--- src/rtl/atten_spi_decoder.sv ---
module atten_spi_decoder #(
  parameter int          GAIN_MAX     = 60,
  parameter int          LO_MAX       = 30,
  parameter int          TX_TRIM      = 1,
  parameter int          HB_TRIM      = 2,
  parameter logic [6:0]  SCRATCH_ADDR = 7'h05,
  parameter logic [6:0]  BANDSEL_ADDR = 7'h06
) (
  input  logic       clk,
  input  logic       rst_n,
  input  logic       spi_sclk,
  input  logic       spi_cs_n,
  input  logic       spi_mosi,
  output logic       spi_miso,
  output logic [5:0] rx_att1,
  output logic [5:0] rx_att2,
  output logic [5:0] tx_att1,
  output logic [5:0] tx_att2,
  output logic [5:0] lo_rx_att,
  output logic [5:0] lo_tx_att
);

  localparam int         FRAME_LEN = 24;
  localparam logic [4:0] LAST_CNT  = 5'(FRAME_LEN);
  localparam logic [4:0] SAT_CNT   = 5'(FRAME_LEN + 1);
  localparam logic [5:0] MAX_CODE  = 6'd63;

  logic        sclk_q, cs_q;
  logic [4:0]  cnt;
  logic [23:0] sh;
  logic [15:0] rep;
  logic [15:0] scratch;
  logic [1:0]  band;

  wire        rise    = spi_sclk & ~sclk_q & ~spi_cs_n;
  wire        fall    = ~spi_sclk & sclk_q & ~spi_cs_n;
  wire        cs_rise = spi_cs_n & ~cs_q;
  wire [23:0] sh_nxt  = {sh[22:0], spi_mosi};
  wire        commit  = cs_rise && (cnt == LAST_CNT);

  wire [1:0]  kind    = sh[23:22];
  wire [5:0]  val     = sh[21:16];
  wire        en1     = sh[13];
  wire        en2     = sh[6];
  wire        is_tx   = (kind == 2'd2);
  wire        hb      = is_tx ? band[1] : band[0];
  wire        idx_ok  = int'(val) <= GAIN_MAX;
  wire        lo_ok   = int'(val) <= LO_MAX;

  function automatic logic [11:0] gain_lookup(input logic tx, input logic high,
                                               input logic [5:0] idx);
    int t, a1, a2;
    t  = GAIN_MAX - int'(idx);
    a1 = (t + 1) / 2 + (tx ? TX_TRIM : 0);
    a2 = t / 2 + (high ? HB_TRIM : 0);
    if (a1 > 63) a1 = 63;
    if (a2 > 63) a2 = 63;
    if (a1 < 0)  a1 = 0;
    if (a2 < 0)  a2 = 0;
    return {a1[5:0], a2[5:0]};
  endfunction

  function automatic logic [15:0] reg_read(input logic [6:0] a);
    if (a == SCRATCH_ADDR)      return scratch;
    else if (a == BANDSEL_ADDR) return {14'd0, band};
    else                        return 16'd0;
  endfunction

  wire [11:0] lut = gain_lookup(is_tx, hb, val);

  logic [5:0] cur1, cur2;
  always_comb begin
    case (sh_nxt[1:0])
      2'd1:    begin cur1 = rx_att1;   cur2 = rx_att2;   end
      2'd2:    begin cur1 = tx_att1;   cur2 = tx_att2;   end
      default: begin cur1 = lo_rx_att; cur2 = lo_tx_att; end
    endcase
  end

  always_ff @(posedge clk) begin
    if (!rst_n) begin
      sclk_q <= 1'b0;
      cs_q   <= 1'b1;
      cnt    <= 5'd0;
      sh     <= 24'd0;
      rep    <= 16'd0;
    end else begin
      sclk_q <= spi_sclk;
      cs_q   <= spi_cs_n;
      if (spi_cs_n)
        cnt <= 5'd0;
      else if (rise && cnt != SAT_CNT)
        cnt <= cnt + 5'd1;
      if (rise) begin
        sh <= sh_nxt;
        if (cnt == 5'd1 && sh_nxt[1:0] != 2'd0)
          rep <= {3'd0, cur1, 1'b0, cur2};
        else if (cnt == 5'd6 && sh_nxt[6:5] == 2'd0)
          rep <= reg_read(sh_nxt[6:0]);
        else if (cnt == 5'd7 && sh_nxt[7:6] == 2'd0 && !sh_nxt[0])
          rep <= 16'd0;
      end
    end
  end

  always_ff @(posedge clk) begin
    if (!rst_n)
      spi_miso <= 1'b0;
    else if (spi_cs_n)
      spi_miso <= 1'b0;
    else if (fall) begin
      if (cnt >= 5'd8 && cnt <= 5'd23)
        spi_miso <= rep[4'(5'd23 - cnt)];
      else
        spi_miso <= 1'b0;
    end
  end

  always_ff @(posedge clk) begin
    if (!rst_n) begin
      scratch <= 16'd0;
      band    <= 2'b00;
    end else if (commit && kind == 2'd0 && !sh[16]) begin
      if (sh[23:17] == SCRATCH_ADDR) scratch <= sh[15:0];
      if (sh[23:17] == BANDSEL_ADDR) band    <= sh[1:0];
    end
  end

  always_ff @(posedge clk) begin
    if (!rst_n) begin
      rx_att1   <= MAX_CODE;
      rx_att2   <= MAX_CODE;
      tx_att1   <= MAX_CODE;
      tx_att2   <= MAX_CODE;
      lo_rx_att <= MAX_CODE;
      lo_tx_att <= MAX_CODE;
    end else if (commit) begin
      case (kind)
        2'd1: if (idx_ok) begin
          if (en1) rx_att1 <= lut[11:6];
          if (en2) rx_att2 <= lut[5:0];
        end
        2'd2: if (idx_ok) begin
          if (en1) tx_att1 <= lut[11:6];
          if (en2) tx_att2 <= lut[5:0];
        end
        2'd3: if (lo_ok) begin
          if (en1) lo_rx_att <= val;
          if (en2) lo_tx_att <= val;
        end
        default: ;
      endcase
    end
  end

endmodule

--- config.mk ---
export PLATFORM = sky130hd
export DESIGN_NAME = atten_spi_decoder
export DESIGN_NICKNAME = d
export VERILOG_FILES = /design/src/rtl/atten_spi_decoder.sv
export SDC_FILE = /design/constraint.sdc
export NUM_CORES = 1
export LEC_CHECK = 0
export ABC_AREA = 1
export CORE_ASPECT_RATIO = 0.7
export CORE_MARGIN = 2
export CORE_UTILIZATION = 65
export CTS_BUF_LIST = sky130_fd_sc_hd__clkbuf_8
export CTS_CLUSTER_SIZE = 10
export DETAILED_ROUTE_END_ITERATION = 16
export PLACE_DENSITY = 0.86
export SETUP_SLACK_MARGIN = 0.4
export SKIP_CTS_REPAIR_TIMING = 1
export SYNTH_ARGS = -nofsm -noshare
export SYNTH_HDL_FRONTEND = slang
export SYNTH_SLANG_ARGS = --single-unit
--- constraint.sdc ---
create_clock -name clk -period 8.1 [get_ports clk]
set_clock_uncertainty 0.2 [all_clocks]
set_input_delay 1.215 -clock clk [delete_from_list [all_inputs] [get_ports clk]]
set_output_delay 1.215 -clock clk [all_outputs]
set_load 0.05 [all_outputs]
==> key figures <==
Worst setup path
  – Critical path class: reg -> reg
  – Critical Path RT: 8.15 ns
  – Nature of the critical path startpoint: flop
  – Worst Setup EP: tx_att2[2]
  – WP buf/inv: 4
  – CP Capture Type: flop
  – R2R Path Start: sh[17]
  – Setup slack, reg-to-reg: 3.54 ns
  – Crit-path slowest cell: o41ai_1
  – CP Cell Sequence: inv_1, ha_1, inv_2, nand3_2, nor3_4, inv_1, nor2_1, ha_1, a21o_1, nand2_1, ha_1, inv_1, nand3_1, o41ai_1, o21ai_0, a21oi_1, o21ai_1
  – Critical path data arrival time: 4.62 ns
  – Worst-path maximum fanout: 15
  – CP Depth: 17
  – Top delay family on crit path: compound AO/OA/AOI/OAI gates
  – Reg2reg end: tx_att2[2]
  – Worst Setup SP: sh[17]
  – Reg2Reg Depth: 17
  – Max incr delay on CP: 0.73 ns

Global route
  – Largest net degree at the start of global routing: 62
  – GRT Util Overall: 32.5%
  – Congestion Overflow GR: 0
  – Initial antenna violation count: 0
  – Global-route wire length before repair: 24000 um
  – Vias in the first global route: 4959

Clocking
  – CTS tree: yes
  – Clk_lat worst skew: 0.38 ns
  – Clk sinks: 102
  – Clock Pin Slew Worst Setup and Hold Paths: 0.09 ns
  – # H-tree levels: 3
  – Total clock buffers created by CTS: 9
  – Maximum clock insertion buffer count: 2
  – Root buf cell: clkbuf_8

Layout
  – Nets: 824
  – Utilization after layout: 74.6%
  – Fill count: 653
  – Layout cells sized above 1: 9.40%
  – ANT cells: 0
  – Area Growth Syn to Fin: 11.8%

Min path
  – HP Class: reg -> reg
  – Worst hold start: rep[13]

Logic synthesis
  – #FFs+latches synth: 102
  – Post-synth top area share: 36.4%
  – Synth area leader: dfxtp_1
  – Most numerous cell in the Yosys netlist: nand2_1
  – Async S/R FF share, synth: 0%
  – Yosys cell types: 42
  – Post-Syn Area: 0.00561 mm^2
  – Simple-Gate Fraction of Synth Area: 24.5%
  – Synthesized Nets: 800
  – Most used DFF post-synth: dfxtp_1
  – YS warnings: 0
  – Main combinational cell family by area after synthesis: simple AND/OR/NAND/NOR gates
  – Mux contribution to synthesized area: 0%
  – Synth Area in Compound Gates: 21.2%
  – Syn Inst Count: 758
  – Synth cell count leaders: 120 x nand2_1, 102 x dfxtp_1, 99 x a21oi_1
  – EDFF count, synth: 0
  – Leading post-synthesis cells by cell area: dfxtp_1 36%, a21oi_1 8.8%, nand2_1 8.0%
  – Post-Synth Adder-Cell Area: 8.52%
  – Syn avg cell area: 7.40 um^2
  – Sequential-to-total area share from yosys stat: 36.4%
  – Post-Synth XOR/XNOR Area: 0.624%

STA
  – F_max: 219 MHz
  – Fin crit period: 4.56 ns
  – RSZ-0062 raised after global routing: no
  – Final Cycle Share: 56.4%
  – Setup TNS: 0 ns
  – Max-slew violation count: 0
  – Max-slew headroom: 24.5%
  – Final hold vios: 0
  – Hold WS: 0.272 ns
  – Worst Max-Slew Pin Slew: 1.13 ns
  – Final setup margin: 3.54 ns
  – Final setup viols: 0

Power
  – Leakage power: 2.61 nW
  – PD cells: 158 mW/mm^2
  – Peak supply drop: 0.130 mV

Die
  – Die Width: 115 um
  – Die footprint: 0.00941 mm^2
  – Row count: 28
  – Die height: 81.7 um
  – Core Box Area: 0.00841 mm^2
  – Io pins: 42
  – Initial Utilization: 66.8%

Detailed routing
  – Drt pass-1 iters: 6
  – Antenna Nets Post-Route: 0
  – Initial DRC Count: 597
  – Routed len/inst: 16.6 um
  – DR vias: 5376
  – DRT Wirelength: 14800 um
  – Vias per inst: 6.03
  – DRC: 0

Place
  – Detailed placement HPWL: 10800 um
  – Post-Place Worst Slack: 3.57 ns
  – RD Place Congestion: 0.880
  – Port buffer count: 41

Run
  – Max Cap Viol: 0

Outcome
  – Status: complete, no violations
==> worst register-to-register path, stage by stage, from the launching register on <==
cell	delay, ns
dfxtp_1	0.45
inv_1	0.18
ha_1	0.27
inv_2	0.08
nand3_2	0.10
nor3_4	0.52
inv_1	0.19
nor2_1	0.16
ha_1	0.20
a21o_1	0.19
nand2_1	0.10
ha_1	0.25
inv_1	0.13
nand3_1	0.08
o41ai_1	0.73
o21ai_0	0.32
a21oi_1	0.20
o21ai_1	0.09
==> how the worst min path moves through the flow <==
stage	to	depth (start not counted)
floorplan	rep[13]	2
global placement	scratch[10]	2
detailed placement	rep[13]	2
CTS	rep[13]	2
global route	rep[13]	2
finish	rep[13]	2
==> cell families (layout without fill, tap and decap cells) <==
logic type / Yosys count / count (layout)
and+or+nand+nor: 272 / 272
AOI/OAI and AO/OA: 216 / 216
buffers and inverters: 127 / 156
DFF: 102 / 102
adders and majority gates: 37 / 37
xor gates and xnor gates: 4 / 4
==> cells in the final DEF (no fill, tap or decap), types with 2 or more instances in the layout <==
| master | count |
|---|---|
| o21ai_0 | 80 |
| nor2_4 | 3 |
| inv_2 | 11 |
| ha_1 | 35 |
| dfxtp_1 | 102 |
| nor2_1 | 41 |
| nand3_2 | 11 |
| bufinv_16 | 2 |
| clkinv_1 | 3 |
| buf_4 | 3 |
| o21ai_1 | 3 |
| inv_1 | 82 |
| nand2_2 | 9 |
| fa_1 | 2 |
| clkbuf_8 | 10 |
| a211oi_1 | 10 |
| xor2_1 | 3 |
| a21oi_1 | 99 |
| nor4_1 | 3 |
| nand3_1 | 41 |
| a22o_1 | 7 |
| nor2_2 | 7 |
| nand2_1 | 120 |
| nand4_1 | 6 |
| o211ai_1 | 5 |
| nor3_1 | 15 |
| nand3b_1 | 2 |
| a221oi_1 | 9 |
| clkdlybuf4s50_1 | 41 |
| nand2_4 | 7 |
==> cell type report <==
cell class	instances	area, um^2	share of cell area, %
clock buffers	10	138	2.19
repair buffers	44	433	6.90
inverters	96	363	5.78
flip-flops and latches	102	2040	32.5
multi-input cells	529	3080	49.1
clock inverters	6	85.1	1.36
well taps	105	131	2.09
==> per-layer routing <==
layer	global-route usage [%]	wire (um)
met5	0	0
met4	8.07	203
met2	51.0	6550
met3	7.68	1470
met1	45.6	6620
==> state kept, by name, indices dropped and copies added, names as in the netlist <==
register   cells
cnt            5
lo_rx_att      6
rx_att1        6
tx_att1        6
spi_miso       1
lo_tx_att      6
sclk_q         1
cs_q           1
band           2
rx_att2        6
sh            24
tx_att2        6
rep           16
scratch       16
==> where the power goes <==
part	internal, W	switching, W	leakage, nW
logic	0.0000357	0.0000783	1.67
clock network	0.000182	0.000175	0.114
registers	0.000510	0.0000107	0.827
==> through the flow <==
stage	instances	total power [W]	instance area (um^2)
after detailed placement	876	0.000642	6050
final	892	0.000992	6270
after global placement	876	0.000637	6050
after CTS	892	0.000991	6270
after global routing	892	0.00103	6270
after floorplan	758	0.000614	5610
(Power assumes the default switching activity.)
